[src/rtl/evtimer_pkg.sv]
package evtimer_pkg;
    // Register word addresses
    localparam int unsigned ADDR_CAPS  = 0;
    localparam int unsigned ADDR_GCFG  = 1;
    localparam int unsigned ADDR_STAT  = 2;
    localparam int unsigned ADDR_COUNT = 3;
    localparam int unsigned CH_BASE    = 16;
    localparam int unsigned CH_STRIDE  = 2;

    // Channel configuration bit positions
    localparam int unsigned CFG_IEN  = 2;
    localparam int unsigned CFG_PER  = 3;
    localparam int unsigned CFG_PCAP = 4;
    localparam int unsigned CFG_M32  = 5;
    localparam int unsigned CFG_VSET = 6;

    // Width of the narrow compare mode
    localparam int unsigned LO_W = 32;
endpackage

[src/rtl/evtimer_counter.sv]
module evtimer_counter #(
    parameter int unsigned CNT_W = 64
) (
    input  logic             clk,
    input  logic             rst_n,
    input  logic             run,
    input  logic             ld,
    input  logic [CNT_W-1:0] ld_val,
    output logic [CNT_W-1:0] cnt
);
    typedef struct packed {
        logic [CNT_W-1:0] cnt;
    } cnt_st_t;

    cnt_st_t s_d, s_q;

    always_comb begin
        s_d = s_q;
        if (run) begin
            s_d.cnt = s_q.cnt + 1'b1;
        end else if (ld) begin
            s_d.cnt = ld_val;
        end
    end

    always_ff @(posedge clk or negedge rst_n) begin
        if (!rst_n) s_q <= '0;
        else        s_q <= s_d;
    end

    assign cnt = s_q.cnt;
endmodule

[src/rtl/evtimer_channel.sv]
module evtimer_channel
    import evtimer_pkg::*;
#(
    parameter int unsigned CNT_W  = 64,
    parameter bit          PER_OK = 1'b1
) (
    input  logic             clk,
    input  logic             rst_n,
    input  logic             run,
    input  logic [CNT_W-1:0] cnt,
    input  logic             cfg_we,
    input  logic             cmp_we,
    input  logic [CNT_W-1:0] wdata,
    input  logic             sts_clr,
    output logic [CNT_W-1:0] cfg_rd,
    output logic [CNT_W-1:0] cmp_o,
    output logic             per_eff,
    output logic             sts,
    output logic             irq
);
    typedef struct packed {
        logic             ien;
        logic             per;
        logic             m32;
        logic             vset;
        logic             sts;
        logic [CNT_W-1:0] cmp;
        logic [CNT_W-1:0] period;
    } ch_st_t;

    ch_st_t s_d, s_q;
    logic   match, wrap, fire;

    always_comb begin
        match = s_q.m32 ? (cnt[LO_W-1:0] == s_q.cmp[LO_W-1:0]) : (cnt == s_q.cmp);
        wrap  = s_q.m32 && (&cnt[LO_W-1:0]);
        fire  = run && (match || wrap);

        s_d = s_q;
        if (cfg_we) begin
            s_d.ien  = wdata[CFG_IEN];
            s_d.per  = wdata[CFG_PER] & PER_OK;
            s_d.m32  = wdata[CFG_M32];
            s_d.vset = wdata[CFG_VSET];
        end
        if (cmp_we) begin
            s_d.cmp = wdata;
            if (s_q.vset) begin
                s_d.period = wdata;
                s_d.vset   = 1'b0;
            end
        end else if (run && match && s_q.per) begin
            s_d.cmp = s_q.cmp + s_q.period;
        end
        s_d.sts = (s_q.sts & ~sts_clr) | fire;
    end

    always_ff @(posedge clk or negedge rst_n) begin
        if (!rst_n) s_q <= '0;
        else        s_q <= s_d;
    end

    always_comb begin
        cfg_rd           = '0;
        cfg_rd[CFG_IEN]  = s_q.ien;
        cfg_rd[CFG_PER]  = s_q.per;
        cfg_rd[CFG_PCAP] = PER_OK;
        cfg_rd[CFG_M32]  = s_q.m32;
        cfg_rd[CFG_VSET] = s_q.vset;
    end

    assign cmp_o   = s_q.cmp;
    assign per_eff = s_q.per;
    assign sts     = s_q.sts;
    assign irq     = s_q.sts & s_q.ien;
endmodule

[src/rtl/evtimer_top.sv]
module evtimer_top
    import evtimer_pkg::*;
#(
    parameter int unsigned       NUM_CH  = 3,
    parameter int unsigned       CNT_W   = 64,
    parameter int unsigned       ADDR_W  = 8,
    parameter int unsigned       TICK_FS = 32'd10_000_000,
    parameter logic [NUM_CH-1:0] PER_CAP = {1'b0, {(NUM_CH-1){1'b1}}}
) (
    input  logic              clk,
    input  logic              rst_n,
    input  logic              bus_we,
    input  logic              bus_re,
    input  logic [ADDR_W-1:0] bus_addr,
    input  logic [CNT_W-1:0]  bus_wdata,
    output logic [CNT_W-1:0]  bus_rdata,
    output logic [NUM_CH-1:0] irq
);
    typedef struct packed {
        logic             en;
        logic [CNT_W-1:0] rdata;
    } top_st_t;

    top_st_t s_d, s_q;

    logic              gen_en;
    logic [CNT_W-1:0]  cnt_q;
    logic              cnt_ld;
    logic              stat_we;
    logic [NUM_CH-1:0] sts_v;
    logic [NUM_CH-1:0] per_v;
    logic [CNT_W-1:0]  cfg_v [NUM_CH];
    logic [CNT_W-1:0]  cmp_v [NUM_CH];
    logic [CNT_W-1:0]  caps;
    logic [CNT_W-1:0]  rd_mux;

    assign gen_en  = s_q.en;
    assign stat_we = bus_we && (bus_addr == ADDR_W'(ADDR_STAT));
    assign cnt_ld  = bus_we && (bus_addr == ADDR_W'(ADDR_COUNT)) && !s_q.en;

    evtimer_counter #(.CNT_W(CNT_W)) cnt_i (
        .clk    (clk),
        .rst_n  (rst_n),
        .run    (s_q.en),
        .ld     (cnt_ld),
        .ld_val (bus_wdata),
        .cnt    (cnt_q)
    );

    for (genvar i = 0; i < NUM_CH; i++) begin : g_ch
        localparam int unsigned CFG_A = CH_BASE + CH_STRIDE * i;
        logic cfg_we, cmp_we;
        assign cfg_we = bus_we && (bus_addr == ADDR_W'(CFG_A));
        assign cmp_we = bus_we && (bus_addr == ADDR_W'(CFG_A + 1));

        evtimer_channel #(.CNT_W(CNT_W), .PER_OK(PER_CAP[i])) ch_i (
            .clk     (clk),
            .rst_n   (rst_n),
            .run     (s_q.en),
            .cnt     (cnt_q),
            .cfg_we  (cfg_we),
            .cmp_we  (cmp_we),
            .wdata   (bus_wdata),
            .sts_clr (stat_we && bus_wdata[i]),
            .cfg_rd  (cfg_v[i]),
            .cmp_o   (cmp_v[i]),
            .per_eff (per_v[i]),
            .sts     (sts_v[i]),
            .irq     (irq[i])
        );
    end

    always_comb begin
        caps         = '0;
        caps[7:0]    = 8'(NUM_CH);
        caps[8]      = 1'b1;
        caps[63:32]  = TICK_FS;
    end

    always_comb begin
        rd_mux = '0;
        if (bus_addr == ADDR_W'(ADDR_CAPS))  rd_mux = caps;
        if (bus_addr == ADDR_W'(ADDR_GCFG))  rd_mux[0] = s_q.en;
        if (bus_addr == ADDR_W'(ADDR_STAT))  rd_mux[NUM_CH-1:0] = sts_v;
        if (bus_addr == ADDR_W'(ADDR_COUNT)) rd_mux = cnt_q;
        for (int i = 0; i < NUM_CH; i++) begin
            if (bus_addr == ADDR_W'(CH_BASE + CH_STRIDE * i))     rd_mux = cfg_v[i];
            if (bus_addr == ADDR_W'(CH_BASE + CH_STRIDE * i + 1)) rd_mux = cmp_v[i];
        end
    end

    always_comb begin
        s_d = s_q;
        if (bus_we && (bus_addr == ADDR_W'(ADDR_GCFG))) s_d.en = bus_wdata[0];
        if (bus_re) s_d.rdata = rd_mux;
    end

    always_ff @(posedge clk or negedge rst_n) begin
        if (!rst_n) s_q <= '0;
        else        s_q <= s_d;
    end

    assign bus_rdata = s_q.rdata;
endmodule

[config.mk]
export PLATFORM = sky130hd
export DESIGN_NAME = evtimer_top
export DESIGN_NICKNAME = d
export VERILOG_FILES = /design/src/rtl/evtimer_pkg.sv /design/src/rtl/evtimer_counter.sv /design/src/rtl/evtimer_channel.sv /design/src/rtl/evtimer_top.sv
export SDC_FILE = /design/constraint.sdc
export NUM_CORES = 1
export LEC_CHECK = 0
export ABC_AREA = 1
export BUFFER_PORTS_ARGS = -buffer_cell sky130_fd_sc_hd__buf_2
export CORE_UTILIZATION = 58
export DETAILED_ROUTE_END_ITERATION = 10
export GPL_TIMING_DRIVEN = 0
export MAX_ROUTING_LAYER = met4
export PLACE_DENSITY = 0.82
export SLEW_MARGIN = 30
export SYNTH_ARGS = -nofsm -noshare
export SYNTH_HDL_FRONTEND = slang
export SYNTH_SLANG_ARGS = --single-unit
[constraint.sdc]
create_clock -name clk -period 2.3 [get_ports clk]
set_input_delay 0.115 -clock clk [delete_from_list [all_inputs] [get_ports clk]]
set_output_delay 0.115 -clock clk [all_outputs]
set_load 0.03 [all_outputs]
==> results.cfg, run 1 <==
[grt]
grt_max_degree = 92
grt-ovfl-total = 397
gr-usage-all-layers_pct = 82.00

[synthesis]
synth_fp_nets = 6059
async_reset_ff_share_pct = 100.0
synth_area_um2 = 36520
ys_seq_elements = 463
synth-main-ff-cell = dfrtp_1
synth_cells = 5854
yosysTopAreaCellShare_pct = 31.72
synth.most_common_cell = nand2_1
synthTopCellsByCount = 2,178 x nand2_1, 841 x inv_1, 479 x nor2_1
yosysSeqAreaShare_pct = 31.72
yosysTopAreaCell = dfrtp_1
avgSynthCellArea_um2 = 6.239
yosysWarnings = 0
synth_edf_count = 0
synthTopCellsByArea = dfrtp_1 32%, nand2_1 22%, inv_1 8.6%, nand3_1 5.6%, nor2_1 4.9%
synth_cell_types = 52

[outcome]
flow.stopped_at = global routing
status = did not finish
tool.error = [ERROR GRT-0232] Routing congestion too high. Check the congestion heatmap in the GUI.

[die]
start_util_pct = 58.96
io_pins = 143
die_w_um = 252.9
fp-row-count = 91
fp.dieH_um = 252.9

[clock_tree]
clockBufferDepth = 3
cts_made_buffers = 51
htree_levels = 2
cts_sinks = 463
root_buffer = clkbuf_16

[placed_design]
io_buffers = 140
gp_congestion = 1.211
dp.cells = 6836
dp.final_hpwl_um = 150100
postPlaceCellArea_um2 = 38440

[sta]
grt-worst-endpoint = g_ch[0].ch_i.cmp_o[38]$_DFFE_PN0P_/D
worstEpCategory = register input
==> stage by stage <==
stage                     utilization (%)  hold WS (ns)  setup WS [ns]
after floorplan                         -       -0.1806         0.1559
after global placement              61.78        0.4175         -8.258
after detailed placement            62.06       0.09303         -1.242
after CTS                           70.15      0.007135       -0.09260
==> timing repair <==
action                                  CTS
hold buffers                             63
resized for setup                       544
endpoints found under the setup margin  191
pin swaps                                28
endpoints found under the hold margin   460
setup buffers                            57
==> metal layers <==
metal / GRT usage, % / GRT overflow
met5: - / -
met4: 73.68 / 107
met3: 68.90 / 53
met2: 92.99 / 192
met1: 84.35 / 45
==> cells by family after synthesis <==
group	count (synthesis)	share of synthesized area [%]
compound gates	671	10.26
xor+xnor	217	5.204
fa+ha+maj	129	4.461
buf+inv	1062	11.30
flops	463	31.72
mux	1	0.02741
simple gates	3311	37.02
==> run 2: changes to the inputs <==
--- a/config.mk
+++ b/config.mk
@@ -7,11 +7,10 @@
 export LEC_CHECK = 0
 export ABC_AREA = 1
 export BUFFER_PORTS_ARGS = -buffer_cell sky130_fd_sc_hd__buf_2
-export CORE_UTILIZATION = 58
+export CORE_UTILIZATION = 40
 export DETAILED_ROUTE_END_ITERATION = 10
 export GPL_TIMING_DRIVEN = 0
-export MAX_ROUTING_LAYER = met4
-export PLACE_DENSITY = 0.82
+export PLACE_DENSITY_LB_ADDON = 0.15
 export SLEW_MARGIN = 30
 export SYNTH_ARGS = -nofsm -noshare
 export SYNTH_HDL_FRONTEND = slang
==> constraint.sdc (replaced) <==
create_clock -name clk -period 2.99 [get_ports clk]
set_input_delay 0.1495 -clock clk [delete_from_list [all_inputs] [get_ports clk]]
set_output_delay 0.1495 -clock clk [all_outputs]
set_load 0.03 [all_outputs]
==> results.cfg, run 2 <==
[outcome]
status = finished with violations
violations = negative setup slack

[synthesis]
yosysWarnings = 0
synth_cell_types = 52
yosysTopAreaCellShare_pct = 31.72
synth_edf_count = 0
synth-main-ff-cell = dfrtp_1
yosysSeqAreaShare_pct = 31.72
synth_area_um2 = 36520
avgSynthCellArea_um2 = 6.239
synthTopCellsByCount = 2,178 x nand2_1, 841 x inv_1, 479 x nor2_1
synth_fp_nets = 6059
async_reset_ff_share_pct = 100.0
synth_cells = 5854
yosysTopAreaCell = dfrtp_1
synth.most_common_cell = nand2_1
ys_seq_elements = 463
synthTopCellsByArea = dfrtp_1 32%, nand2_1 22%, inv_1 8.6%, nand3_1 5.6%, nor2_1 4.9%

[detailed_routing]
drc = 0
wl_per_cell_um = 29.18
viasPerCell = 5.689
wl_um = 214700
vias = 41864
drtAntennaViolNets = 0
drtIter0Drc = 5384
drtPass1Iterations = 6

[die]
start_util_pct = 40.45
io_pins = 143
fp.dieH_um = 304.2
fp.dieArea_um2 = 92520
fp-row-count = 110
die_w_um = 304.2
coreArea_um2 = 90290

[cells_and_area]
layout_commonest_cell = nand2_1
areaGrowthSynthToFinish_pct = 15.30
largest_reg_flops = 192
mostFrequentLayoutCells = 2,164 x nand2_1, 835 x inv_1, 466 x nor2_1, 458 x dfrtp_1, 399 x nand3_1
seq_area_um2 = 11590
final.fill_count = 9891
fin_area_um2 = 42110
final_nets = 6338
multi_input_area_um2 = 21140
drive_gt1_share_pct = 7.981
fin_cells = 7359

[sta]
final-setup-viol-count = 5
finalCritPeriodShare_pct = 101.8
fmax_ghz = 0.3285
relSlewSlack_pct = 28.71
skew_ns = 0.05543
hold_viol = 0
finalWorstSetupSlack_ns = -0.05397
worst_pin_slew_ns = 1.069
drv_slew = 0
fin_crit_ns = 3.044

[grt]
grt_max_degree = 82
gr-usage-all-layers_pct = 45.58
grt-ovfl-total = 0
antenna_found_initial = 23
grt_pass1_wl_um = 295400
grt_pass1_vias = 38532

[placed_design]
dp.final_hpwl_um = 177500
dp.cells = 7176
gp_congestion = 1.066
postPlaceCellArea_um2 = 38910
io_buffers = 140

[pwr]
p_per_area_nw_per_um2 = 516.5
p_leak_nw = 21.99
irDropWorstVdd_v = 0.0005630

[critical_path]
cp.arrival_ns = 3.64
slowest_stage = dfrtp_1
end_kind = flop
cp.required_ns = 3.58
crit_type = flop to flop
rr_startpoint = g_ch[1].ch_i.cmp_o[0]$_DFFE_PN0P_
crit_path_start_kind = flop
max_stage_delay_ns = 0.45
cp_cell_sequence = ha_2 -> fa_2 -> nand3_1 -> nand3_4 -> nand2_1 -> nand2_1 -> nand2_1 -> nand2_1 -> nand2_1 -> nand2_1 -> xor2_2 -> nand2_1 -> nand3_1
startpoint = g_ch[1].ch_i.cmp_o[0]$_DFFE_PN0P_
worst-path-buf-inv = 0
crit_family = simple AND/OR/NAND/NOR gates
cp_max_fo = 5
path_common_cell = nand2_1

[clock_tree]
clk_pin_slew_worst_paths_ns = 0.06
tritoncts = done
clock_latency_ns = 0.70
cts_sinks = 463
root_buffer = clkbuf_16
clockBufferDepth = 3
cts_made_buffers = 55
htree_levels = 2

[run]
maxCapViolCount = 0

[worst_hold_path]
hold_class = primary input to flop
hp-start = bus_addr[2]
run 2: logic make-up after synthesis:
| group | Yosys count | synth area share [%] |
|---|---|---|
| and+or+nand+nor | 3311 | 37.02 |
| AOI/OAI and AO/OA | 671 | 10.26 |
| muxes | 1 | 0.02741 |
| buffers and inverters | 1062 | 11.30 |
| DFF | 463 | 31.72 |
| xor gates and xnor gates | 217 | 5.204 |
| adders and majority gates | 129 | 4.461 |
run 2: metrics by stage:
stage | util (%) | power [mW] | setup WS [ns] | hold WS [ns] | setup TNS [ns]
floorplan | - | 11.07 | 0.8459 | -0.1461 | 0
global placement | 42.86 | 13.48 | -8.199 | 0.4559 | -3819.03
detailed placement | 43.09 | 13.55 | -0.6190 | 0.06116 | -53.91
CTS | 46.31 | 21.39 | 0.001158 | 0.006403 | 0
global route | 46.62 | 22.36 | -0.003602 | 0.07775 | -0.004586
finish | 46.64 | 21.75 | -0.05397 | 0.02512 | -0.1545
run 2: metal layers:
| metal | GRT usage, % | wire length [um] | vias to the layer above |
|---|---|---|---|
| met2 | 64.61 | 85360 | 2298 |
| li1 | - | - | 19004 |
| met3 | 12.01 | 23630 | 551 |
| met5 | 0 | 182 | - |
| met4 | 29.71 | 16760 | 26 |
| met1 | 60.87 | 88780 | 19985 |
run 2: area by class of cell:
type | count | area share (%)
Antenna cell | 6 | 0.03566
Buffer | 203 | 2.220
Clock buffer | 71 | 3.625
Clock inverter | 30 | 1.203
Inverter | 858 | 7.693
Multi-Input combinational cell | 4329 | 50.21
Sequential cell | 463 | 27.53
Tap cell | 1176 | 3.494
Timing Repair Buffer | 223 | 3.990
run 2: repair_timing:
item | CTS | global route
hold buffers | 60 | 0
setup endpoints to repair | 130 | 131
pin swaps | 4 | 3
cloned | 0 | 0
resized for setup | 34 | 61
endpoints found under the hold margin | 404 | 0
setup buffers | 11 | 5
run 2: final timing paths:
path,slack (ns),end,depth (start not counted)
worst min-delay path,0.03,gen_en$_DFFE_PN0P_,5
max in group asynchronous,1.69,bus_rdata[37]$_DFFE_PN0P_,5
min in group asynchronous,0.07,g_ch[0].ch_i.s_q[12]$_DFFE_PN0P_,3
worst min register to register,0.49,bus_rdata[41]$_DFFE_PN0P_,2
worst max-delay path,-0.05,g_ch[1].ch_i.cmp_o[32]$_DFFE_PN0P_,13
worst max register to register,-0.05,g_ch[1].ch_i.cmp_o[32]$_DFFE_PN0P_,13
run 2: report_power, final:
| group | internal, mW | switching, mW | total (mW) |
|---|---|---|---|
| registers | 6.86 | 0.677 | 7.54 |
| clock network | 4.59 | 3.21 | 7.80 |
| logic | 1.93 | 4.48 | 6.41 |
run 2: worst reg2reg max path: cells and delay by family (launching register included):
family	cells	cell delay, ns
XOR/XNOR	1	0.28
flip-flops	1	0.45
AND/OR/NAND/NOR	10	1.52
adder cells (fa/ha/maj)	2	0.71
Note: power is estimated with default switching activity, not from simulation.
